===== config.mk =====
export PLATFORM = sky130hd
export DESIGN_NAME = nvm_launch_stat
export DESIGN_NICKNAME = d
export VERILOG_FILES = /design/src/rtl/nvm_stat_pkg.sv /design/src/rtl/nvm_sticky_flag.sv /design/src/rtl/nvm_launch_ctl.sv /design/src/rtl/nvm_status_field.sv /design/src/rtl/nvm_launch_stat.sv
export SDC_FILE = /design/constraint.sdc
export NUM_CORES = 1
export LEC_CHECK = 0
export BUFFER_PORTS_ARGS = -buffer_cell sky130_fd_sc_hd__buf_4
export CAP_MARGIN = 25
export CORE_AREA = 2 2 39 41
export CTS_CLUSTER_SIZE = 14
export DETAILED_ROUTE_END_ITERATION = 16
export DIE_AREA = 0 0 41 43
export MAX_ROUTING_LAYER = met4
export SLEW_MARGIN = 20
export SYNTH_ARGS = -nofsm -noshare
export SYNTH_HDL_FRONTEND = slang
export SYNTH_HIERARCHICAL = 1
export SYNTH_SLANG_ARGS = --single-unit

===== constraint.sdc =====
create_clock -name clk -period 2.64 [get_ports clk]
set_input_delay 0.528 -clock clk [delete_from_list [all_inputs] [get_ports clk]]
set_output_delay 0.528 -clock clk [all_outputs]
set_load 0.03 [all_outputs]

===== src/rtl/nvm_stat_pkg.sv =====
package nvm_stat_pkg;
  localparam int BIT_DONE  = 7;
  localparam int BIT_ACC   = 5;
  localparam int BIT_PROT  = 4;
  localparam int BIT_BUSY  = 3;
  localparam int N_STICKY  = 2;
  localparam int IDX_ACC   = 0;
  localparam int IDX_PROT  = 1;
endpackage


===== src/rtl/nvm_sticky_flag.sv =====
module nvm_sticky_flag (
  input  logic clk,
  input  logic rst_n,
  input  logic set_i,
  input  logic clr_i,
  output logic flag_q
);
  always_ff @(posedge clk or negedge rst_n) begin
    if (!rst_n)      flag_q <= 1'b0;
    else if (set_i)  flag_q <= 1'b1;
    else if (clr_i)  flag_q <= 1'b0;
  end


  sticky_set_chk: assert property (@(posedge clk) disable iff (!rst_n)
    set_i |=> flag_q);

  sticky_fall_chk: assert property (@(posedge clk) disable iff (!rst_n)
    $fell(flag_q) |-> $past(clr_i));
endmodule


===== src/rtl/nvm_launch_ctl.sv =====
module nvm_launch_ctl (
  input  logic clk,
  input  logic rst_n,
  input  logic go_i,
  input  logic done_i,
  input  logic abort_i,
  output logic idle_q,
  output logic start_q
);
  always_ff @(posedge clk or negedge rst_n) begin
    if (!rst_n) begin
      idle_q  <= 1'b1;
      start_q <= 1'b0;
    end else begin
      start_q <= go_i;
      if (go_i)                              idle_q <= 1'b0;
      else if (!idle_q && (done_i || abort_i)) idle_q <= 1'b1;
    end
  end


  start_single_chk: assert property (@(posedge clk) disable iff (!rst_n)
    start_q |=> !start_q);

  start_clears_done_chk: assert property (@(posedge clk) disable iff (!rst_n)
    start_q |-> !idle_q);

  done_return_chk: assert property (@(posedge clk) disable iff (!rst_n)
    (!idle_q && (done_i || abort_i)) |=> idle_q);
endmodule


===== src/rtl/nvm_status_field.sv =====
module nvm_status_field #(
  parameter int ST_W = 2
) (
  input  logic            clk,
  input  logic            rst_n,
  input  logic            clear_i,
  input  logic            load_i,
  input  logic [ST_W-1:0] load_code_i,
  input  logic            or_i,
  input  logic [ST_W-1:0] or_code_i,
  output logic [ST_W-1:0] code_q
);
  logic [ST_W-1:0] base_d;
  logic [ST_W-1:0] code_d;

  always_comb begin
    if (clear_i)     base_d = '0;
    else if (load_i) base_d = load_code_i;
    else             base_d = code_q;
    code_d = base_d | (or_i ? or_code_i : '0);
  end

  always_ff @(posedge clk or negedge rst_n) begin
    if (!rst_n) code_q <= '0;
    else        code_q <= code_d;
  end


  clear_on_start_chk: assert property (@(posedge clk) disable iff (!rst_n)
    (clear_i && !or_i) |=> (code_q == '0));

  init_or_chk: assert property (@(posedge clk) disable iff (!rst_n)
    or_i |=> ((code_q & $past(or_code_i)) == $past(or_code_i)));
endmodule


===== src/rtl/nvm_launch_stat.sv =====
module nvm_launch_stat
  import nvm_stat_pkg::*;
#(
  parameter int              ADDR_W   = 4,
  parameter logic [ADDR_W-1:0] REG_ADDR = '0,
  parameter int              ST_W     = 2
) (
  input  logic              clk,
  input  logic              rst_n,
  input  logic              wr_en,
  input  logic [ADDR_W-1:0] wr_addr,
  input  logic [7:0]        wr_data,
  output logic [7:0]        rd_data,
  output logic              eng_start,
  input  logic              eng_busy,
  input  logic              eng_done,
  input  logic [ST_W-1:0]   eng_err_code,
  input  logic              seq_viol,
  input  logic              prot_viol,
  input  logic              init_err_vld,
  input  logic [ST_W-1:0]   init_err_code
);
  logic                wr_hit;
  logic                go;
  logic                idle_q;
  logic                blocked;
  logic [ST_W-1:0]     code_q;
  logic [N_STICKY-1:0] flag_set;
  logic [N_STICKY-1:0] flag_clr;
  logic [N_STICKY-1:0] flag_q;
  logic                unused_wr_bits;

  assign wr_hit  = wr_en && (wr_addr == REG_ADDR);
  assign blocked = |flag_q;
  assign go      = wr_hit && wr_data[BIT_DONE] && idle_q && !blocked;
  assign unused_wr_bits = ^{wr_data[6], wr_data[3:0]};

  assign flag_set[IDX_ACC]  = seq_viol;
  assign flag_set[IDX_PROT] = prot_viol;
  assign flag_clr[IDX_ACC]  = wr_hit && wr_data[BIT_ACC];
  assign flag_clr[IDX_PROT] = wr_hit && wr_data[BIT_PROT];

  for (genvar g = 0; g < N_STICKY; g++) begin : g_flag
    nvm_sticky_flag u_flag (
      .clk    (clk),
      .rst_n  (rst_n),
      .set_i  (flag_set[g]),
      .clr_i  (flag_clr[g]),
      .flag_q (flag_q[g])
    );
  end

  nvm_launch_ctl u_launch (
    .clk     (clk),
    .rst_n   (rst_n),
    .go_i    (go),
    .done_i  (eng_done),
    .abort_i (seq_viol),
    .idle_q  (idle_q),
    .start_q (eng_start)
  );

  nvm_status_field #(.ST_W(ST_W)) u_status (
    .clk         (clk),
    .rst_n       (rst_n),
    .clear_i     (go),
    .load_i      (eng_done && !idle_q),
    .load_code_i (eng_err_code),
    .or_i        (init_err_vld),
    .or_code_i   (init_err_code),
    .code_q      (code_q)
  );

  always_comb begin
    rd_data            = '0;
    rd_data[BIT_DONE]  = idle_q;
    rd_data[BIT_ACC]   = flag_q[IDX_ACC];
    rd_data[BIT_PROT]  = flag_q[IDX_PROT];
    rd_data[BIT_BUSY]  = eng_busy && !idle_q;
    rd_data[ST_W-1:0]  = code_q;
  end


  start_blocked_chk: assert property (@(posedge clk) disable iff (!rst_n)
    (wr_hit && wr_data[BIT_DONE] && blocked) |=> !eng_start);

  no_restart_chk: assert property (@(posedge clk) disable iff (!rst_n)
    (!idle_q) |=> !eng_start);
endmodule


=== After elaboration in Yosys (flattened, before gate mapping) ===
Index checks and enable logic that the tools add are counted.
W data, S select, Z words.

* Muxes and demuxes: 9
* Bitwise operators: 1
* Reduce and logical (&&, ||, !) cells: 17

{| class="wikitable"
|+ Operator list
! operator !! count
|-
| $logic_and A1 B1 Y1 || 9
|-
| $mux W1 || 6
|-
| $mux W2 || 3
|-
| $reduce_bool A2 Y1 || 3
|-
| $logic_not A4 Y1 || 1
|-
| $logic_not A1 Y1 || 2
|-
| $or A2 B2 Y2 || 1
|-
| $reduce_or A2 Y1 || 1
|-
| $logic_or A1 B1 Y1 || 1
|}

* Flip-flop bits (word level): 6
* Input port bits: 24
* Output and inout bits: 9

=== Longest topological paths before layout ===
Gate-level depths: netlist of run 1.

* Depth after elaboration: 7
* Mapped depth: 4
* Depth with buffers taken out: 4

=== Modules after synthesis ===
The synthesis of run 1 kept the hierarchy.

{| class="wikitable"
|+ Modules (own cells, without submodules)
! module !! instances !! cells an instance !! area an instance (um^2)
|-
| nvm_status_field || 1 || 8 || 87.6
|-
| nvm_launch_stat || 1 || 11 || 83.8
|-
| nvm_sticky_flag || 2 || 3 || 36.3
|-
| nvm_launch_ctl || 1 || 4 || 60.1
|}

=== Least setup slack after synthesis of run 1 ===
OpenSTA, ideal clock, no wires.

* Kind: input-to-reg
* Start: input wr_addr[0]
* End: register u_status.code_q[0]
* Library setup time: 0.134 ns
* Arrival: 1.467 ns
* Data required time: 2.506 ns
* Slack: 1.039 ns
* Cell stages on the path: 3
* Buffers on the path: 0
* Cells stage by stage: or4b_4 nor3_1 o21ai_1

* Cells in the longest elaborated chain, start to end: 7

{| class="wikitable"
|+ Ends and longest elaborated chain
! item !! RTL line !! text
|-
| start: declaration || nvm_launch_stat.sv:11 || <nowiki>input logic [ADDR_W-1:0] wr_addr,</nowiki>
|-
| $logic_not A4 Y1 || nvm_launch_stat.sv:33 || <nowiki>assign wr_hit = wr_en && (wr_addr == REG_ADDR);</nowiki>
|-
| $logic_and A1 B1 Y1 || nvm_launch_stat.sv:33 ||
|-
| $logic_and A1 B1 Y1 (3 in a row) || nvm_launch_stat.sv:35 || <nowiki>assign go = wr_hit && wr_data[BIT_DONE] && idle_q && !blocked;</nowiki>
|-
| net go || nvm_launch_stat.sv:24 || <nowiki>logic go;</nowiki>
|-
| $mux W2 || nvm_status_field.sv:17 || <nowiki>if (clear_i) base_d = '0;</nowiki>
|-
| $or A2 B2 Y2 || nvm_status_field.sv:20 || <nowiki>code_d = base_d | (or_i ? or_code_i : '0);</nowiki>
|-
| net u_status.code_d[0] || nvm_status_field.sv:14 || <nowiki>logic [ST_W-1:0] code_d;</nowiki>
|-
| end signal: assignment || nvm_status_field.sv:25 || <nowiki>else code_q <= code_d;</nowiki>
|-
| end: declaration || nvm_status_field.sv:11 || <nowiki>output logic [ST_W-1:0] code_q</nowiki>
|}

The timed path passes the listed nets, and every way through them passes these cells.
A chain may end at the register's enable or synchronous reset.

=== Final worst setup path of run 1 ===
* Start: register u_launch.idle_q
* End: register u_status.code_q[1]

{| class="wikitable"
|+ RTL lines
! item !! RTL line !! text
|-
| start: declaration || nvm_launch_ctl.sv:7 || <nowiki>output logic idle_q,</nowiki>
|-
| start signal: assignment || nvm_launch_ctl.sv:12 || <nowiki>idle_q <= 1'b1;</nowiki>
|-
| start signal: assignment || nvm_launch_ctl.sv:16 || <nowiki>if (go_i) idle_q <= 1'b0;</nowiki>
|-
| start signal: assignment || nvm_launch_ctl.sv:17 || <nowiki>else if (!idle_q && (done_i || abort_i)) idle_q <= 1'b1;</nowiki>
|-
| $logic_and A1 B1 Y1 (2 in a row) || nvm_launch_stat.sv:35 ||
|-
| net go || nvm_launch_stat.sv:24 ||
|-
| $mux W2 || nvm_status_field.sv:17 ||
|-
| $or A2 B2 Y2 || nvm_status_field.sv:20 ||
|-
| net u_status.code_d[1] || nvm_status_field.sv:14 ||
|}

The timed path passes the listed nets, and every way through them passes these cells.

==> impl_metrics.yaml, run 1 <==
status:
  status: "complete, no violations"
worst_setup_path:
  critPathKind: "register to register"
  crit_slowest_cell: "dfstp_2"
  crit_fanout: 5
  start_kind: "register"
  r2r_slack_ns: 0.96
  r2r_cells: 3
  end_kind: "register"
  critical_path.endpoint: "u_status/code_q[1]$_DFF_PN0_"
  timing.rr.start: "u_launch/idle_q$_DFFE_PN1P_"
  max_stage_delay_ns: 0.55
  r2r-end: "u_status/code_q[1]$_DFF_PN0_"
  startpoint: "u_launch/idle_q$_DFFE_PN1P_"
  critPathArrivalTime_ns: 1.79
  path_cells: "or4bb_1, nor3_1, o21ai_1"
  cp.required_ns: 2.74
pwr:
  p_leak_nw: 0.229
  sw_frac_of_total: 0.203
  power.density_nw_per_um2: 410
  p_seq_frac: 0.437
  p_comb_frac: 0.144
  irDropWorstVdd_mv: 0.167
  internal-power_mw: 0.170
  share_clk_of_total_power: 0.419
  p_total_mw: 0.213
  p_sw_mw: 0.0433
logic_synthesis:
  synth_commonest_cells: "5 x dfrtp_1, 3 x buf_4"
  synthFlopType: "dfrtp_1"
  yosys.area.top_type_share: 0.412
  ys_ff_latch: 6
  synthCells: 29
  synth_top_cell_by_area: "dfrtp_1"
  synthArstFlopShare: 1.00
  synth.avg_cell_area_um2: 10.5
  syn_area_um2: 304
  synth_cell_types: 15
  ys_seq_area_frac: 0.498
  synth-edff-count: 0
  yosysMostFrequentCell: "dfrtp_1"
  yosys-top-cells-area: "dfrtp_1 41%, dfstp_2 8.6%, buf_4 7.4%, mux2i_1 6.6%, a21o_1 4.9%"
  yosysWarnings: 6
timing:
  timing.fmax_ghz: 0.594
  rsz0062_at_grt: "no"
  drv_slew: 0
  finalHoldViolations: 0
  setup_viol: 0
  whs_ns: 0.0802
  fin_tns_setup_ns: 0
  clock-skew-final_ns: 0.00350
  fin_crit_sh: 0.638
  period_needed_ns: 1.68
finish:
  nFillCells: 153
  regArea_um2: 151
  area_delta_synth_final_pct: 70.8
  diodes: 0
  post-route-util: 0.375
  stdcell_count: 72
  nets: 81
  final_layout_size_suffix_gt1_frac: 0.536
  multiInputGateArea_um2: 126
clock_tree:
  hold_buffers: 0
  cts_setup_buffers: 0
  cts_max_level: 1
  cts-root-buf: "clkbuf_4"
  ctsResizeCount: 0
  cts_buffer_depth: 2
  path_clk_slew_ns: 0.05
  cts_buffers: 3
  cts_tree: "built"
  cts_num_sinks: 6
  worst_skew_pair.late_latency_ns: 0.24
global_route:
  grt_max_degree: 7
  grt_pass1_wl_um: 959
  grt_pass1_vias: 262
  grt_use_total: 0.0862
  gr-usage-met2: 0.134
  grt_busiest_layer: "met2"
  grtUsageMet1: 0.0828
  grt.met3_usage: 0.0157
  overflow: 0
  antenna_found_initial: 0
detailed_routing:
  wl_per_cell_um: 9.11
  drcViolationCount: 0
  drt_iter0_markers: 0
  drt-total-wl_um: 656
  dr_total_vias: 283
  via_per_inst: 3.93
  first_pass_iters: 1
  antenna_left: 0
floorplan:
  start_util: 0.220
  io_pins: 33
  rows: 14
  fp.dieW_um: 41
  die_y_um: 43
  core_area_um2: 1380
  dieArea_um2: 1760
placement:
  gp_congestion: 0.637
  portBuffers: 25
  dp_cells: 68
hold_path:
  hp-class: "input port to asynchronous set/reset pin"
flow_run:
  maxCapViolCount: 0
==> logic make-up (layout without fill, tap and decap cells) <==
family | count (synthesis) | count (layout) | share of synthesized area
AND/OR/NAND/NOR | 11 | 11 | 0.243
buffers and inverters | 5 | 31 | 0.0988
other | 1 | 2 | 0.0123
AO/OA/AOI/OAI | 4 | 4 | 0.0823
flip-flops | 6 | 6 | 0.498
multiplexers | 2 | 2 | 0.0658
==> power groups by stage <==
stage               registers, mW  logic (mW)  clock network [mW]
floorplan                  0.0951     0.00934                   0
global placement           0.0943      0.0308                   0
detailed placement         0.0943      0.0310                   0
CTS                        0.0929      0.0311              0.0952
global route               0.0928      0.0332               0.102
finish                     0.0930      0.0307              0.0892
==> per-stage QoR <==
| step | instance area (um2) | worst slack (ns) |
|---|---|---|
| 6_report | 519 | 0.955 |
| 2_1_floorplan | 308 | 1.04 |
| 3_5_place_dp | 493 | 0.712 |
| 4_1_cts | 519 | 0.925 |
| 3_3_place_gp | 493 | 0.749 |
| 5_1_grt | 519 | 0.870 |
==> layer usage <==
| layer | vias up | wire (um) | share of wire |
|---|---|---|---|
| met4 | 0 | 0 | 0 |
| li1 | 148 | - | - |
| met2 | 9 | 372 | 0.57 |
| met1 | 126 | 234 | 0.36 |
| met3 | 0 | 48 | 0.073 |
| met5 | - | 0 | 0 |
==> worst max-delay path, delay by kind of cell, from the launching register on <==
family	cells	cell delay [ns]
AND/OR/NAND/NOR	2	0.86
flip-flops	1	0.55
AO/OA/AOI/OAI	1	0.13
==> worst min-delay path by stage <==
stage	start	to	depth (start not counted)
after global placement	rst_n	g_flag[1].u_flag/flag_q$_DFFE_PN0P_	1
after detailed placement	rst_n	u_launch/start_q$_DFF_PN0_	1
after floorplan	rst_n	g_flag[0].u_flag/flag_q$_DFFE_PN0P_	0
after CTS	rst_n	g_flag[1].u_flag/flag_q$_DFFE_PN0P_	1
final	rst_n	g_flag[1].u_flag/flag_q$_DFFE_PN0P_	1
after global routing	rst_n	g_flag[1].u_flag/flag_q$_DFFE_PN0P_	1
==> placed cells by master (no fill, tap or decap), drive strengths merged <==
cell type	netlist	routed
a21o	2	2
buf	3	25
clkbuf	0	4
conb	1	2
dfrtp	5	5
dfstp	1	1
inv	2	2
mux2i	2	2
nand2	2	2
nor2	1	1
nor2b	2	2
nor3	2	2
nor3b	2	2
o21ai	2	2
or4b	1	1
or4bb	1	1
==> area by class of cell <==
type / instances / share of cell area
multi-input cells: 19 / 0.243
well taps: 16 / 0.0386
repair buffers: 25 / 0.361
clock buffers: 4 / 0.0506
flip-flops and latches: 6 / 0.292
inverters: 2 / 0.0145
==> state kept, by name, indices dropped and copies added, names as in the netlist <==
signal	count
g_flag.u_flag/flag_q	2
u_launch/start_q	1
u_launch/idle_q	1
u_status/code_q	2
No activity file was read; power rests on OpenSTA's default activity.
==> run 2, diff against run 1 <==
==> constraint.sdc (replaced) <==
create_clock -name clk -period 1.5 [get_ports clk]
set_input_delay 0.3 -clock clk [delete_from_list [all_inputs] [get_ports clk]]
set_output_delay 0.3 -clock clk [all_outputs]
set_load 0.03 [all_outputs]
==> impl_metrics.yaml, run 2 (synthesized netlist as in run 1, its figures left out) <==
worst_setup_path:
  crit_family: "simple AND/OR/NAND/NOR gates"
  critPathKind: "register to register"
  critPathArrivalTime_ns: 1.56
  max_stage_delay_ns: 0.52
  path_cells: "or4bb_1, nor3_2, buf_4, o21ai_1"
  crit_fanout: 4
  start_kind: "register"
  end_kind: "register"
  crit_slowest_cell: "dfstp_2"
  r2r_slack_ns: 0.08
  worst-path-buf-inv: 1
  cp.required_ns: 1.63
global_route:
  grt_busiest_layer: "met2"
  antenna_found_initial: 0
  grt_max_degree: 7
  grt_pass1_vias: 279
  gr-usage-met2: 0.147
  grt_pass1_wl_um: 1010
  overflow: 0
  grtUsageMet1: 0.0864
  grt.met3_usage: 0.0157
  grt_use_total: 0.0915
finish:
  regArea_um2: 151
  multiInputGateArea_um2: 131
  nets: 84
  final_common_cell: "buf_4"
  diodes: 0
  stdcell_count: 75
  post-route-util: 0.397
  postLayoutCellArea_um2: 549
  final_cell_mix: "27 x buf_4, 5 x dfrtp_1, 3 x clkbuf_4"
  final_layout_size_suffix_gt1_frac: 0.559
  nFillCells: 154
  top_regs: "g_flag.u_flag/flag_q (2), u_status/code_q (2)"
  area_delta_synth_final_pct: 80.7
placement:
  dp_cells: 70
  preCtsSetupSlack_ns: 0.0107
  portBuffers: 25
  gp_congestion: 0.642
  place_area_um2: 508
timing:
  fin_tns_setup_ns: 0
  drv_slew: 0
  fin_crit_sh: 0.949
  setup_ws_ns: 0.0760
  finalHoldViolations: 0
  period_needed_ns: 1.42
  rsz0062_at_grt: "no"
  timing.fmax_ghz: 0.702
  clock-skew-final_ns: 0.00997
  whs_ns: 0.245
  setup_viol: 0
pwr:
  p_sw_mw: 0.0766
  p_seq_frac: 0.434
  p_leak_nw: 0.243
  sw_frac_of_total: 0.203
  power.density_nw_per_um2: 686
  irDropWorstVdd_mv: 0.307
  p_total_mw: 0.377
  share_clk_of_total_power: 0.415
  p_comb_frac: 0.151
  internal-power_mw: 0.300
clock_tree:
  worst_skew_pair.late_latency_ns: 0.24
  cts_num_sinks: 6
  cts_max_level: 1
  cts_buffer_depth: 2
  cts_buffers: 3
  path_clk_slew_ns: 0.05
  cts_setup_buffers: 0
  cts-root-buf: "clkbuf_4"
  cts_tree: "built"
detailed_routing:
  antenna_left: 0
  drt_iter0_markers: 0
  wl_per_cell_um: 9.23
  first_pass_iters: 1
  dr_total_vias: 301
  drt-total-wl_um: 692
  via_per_inst: 4.01
  drcViolationCount: 0
floorplan:
  fp.dieW_um: 41
  core_area_um2: 1380
  io_pins: 33
  die_y_um: 43
  start_util: 0.220
  dieArea_um2: 1760
  rows: 14
hold_path:
  hp-class: "input port to register"
flow_run:
  maxCapViolCount: 0
status:
  status: "complete, no violations"
## run 2: repair_timing
item / 4_1_cts / 5_1_grt
hold endpoints to repair: 5 / 0
resized for setup: 0 / 1
setup endpoints to repair: 0 / 2
hold buffers: 1 / 0
## run 2: power groups by stage
| stage | clock network [mW] | logic [mW] | registers [mW] |
|---|---|---|---|
| 3_3_place_gp | 0 | 0.0541 | 0.166 |
| 3_5_place_dp | 0 | 0.0549 | 0.166 |
| 2_1_floorplan | 0 | 0.0164 | 0.167 |
| 6_report | 0.156 | 0.0568 | 0.164 |
| 5_1_grt | 0.173 | 0.0617 | 0.164 |
| 4_1_cts | 0.166 | 0.0570 | 0.164 |
## run 2: metal layers
metal  wire length, um  vias to the layer above
li1                  -                      153
met5                 0                        -
met2               401                        9
met3                45                        0
met1               245                      139
met4                 0                        0
## run 2: cell type report
class,count,area share
inverters,2,0.0137
clock buffers,4,0.0478
well taps,16,0.0364
multi-input cells,19,0.239
repair buffers,28,0.387
flip-flops and latches,6,0.276
## run 2: final timing paths
kind	from	cells past startpoint	end
min in group asynchronous	rst_n	2	g_flag[0].u_flag/flag_q$_DFFE_PN0P_
worst max register to register	u_launch/idle_q$_DFFE_PN1P_	4	u_status/code_q[1]$_DFF_PN0_
worst min register to register	g_flag[1].u_flag/flag_q$_DFFE_PN0P_	1	g_flag[1].u_flag/flag_q$_DFFE_PN0P_
max in group asynchronous	rst_n	2	u_launch/idle_q$_DFFE_PN1P_
worst max-delay path	u_launch/idle_q$_DFFE_PN1P_	4	u_status/code_q[1]$_DFF_PN0_
worst min-delay path	prot_viol	2	g_flag[1].u_flag/flag_q$_DFFE_PN0P_
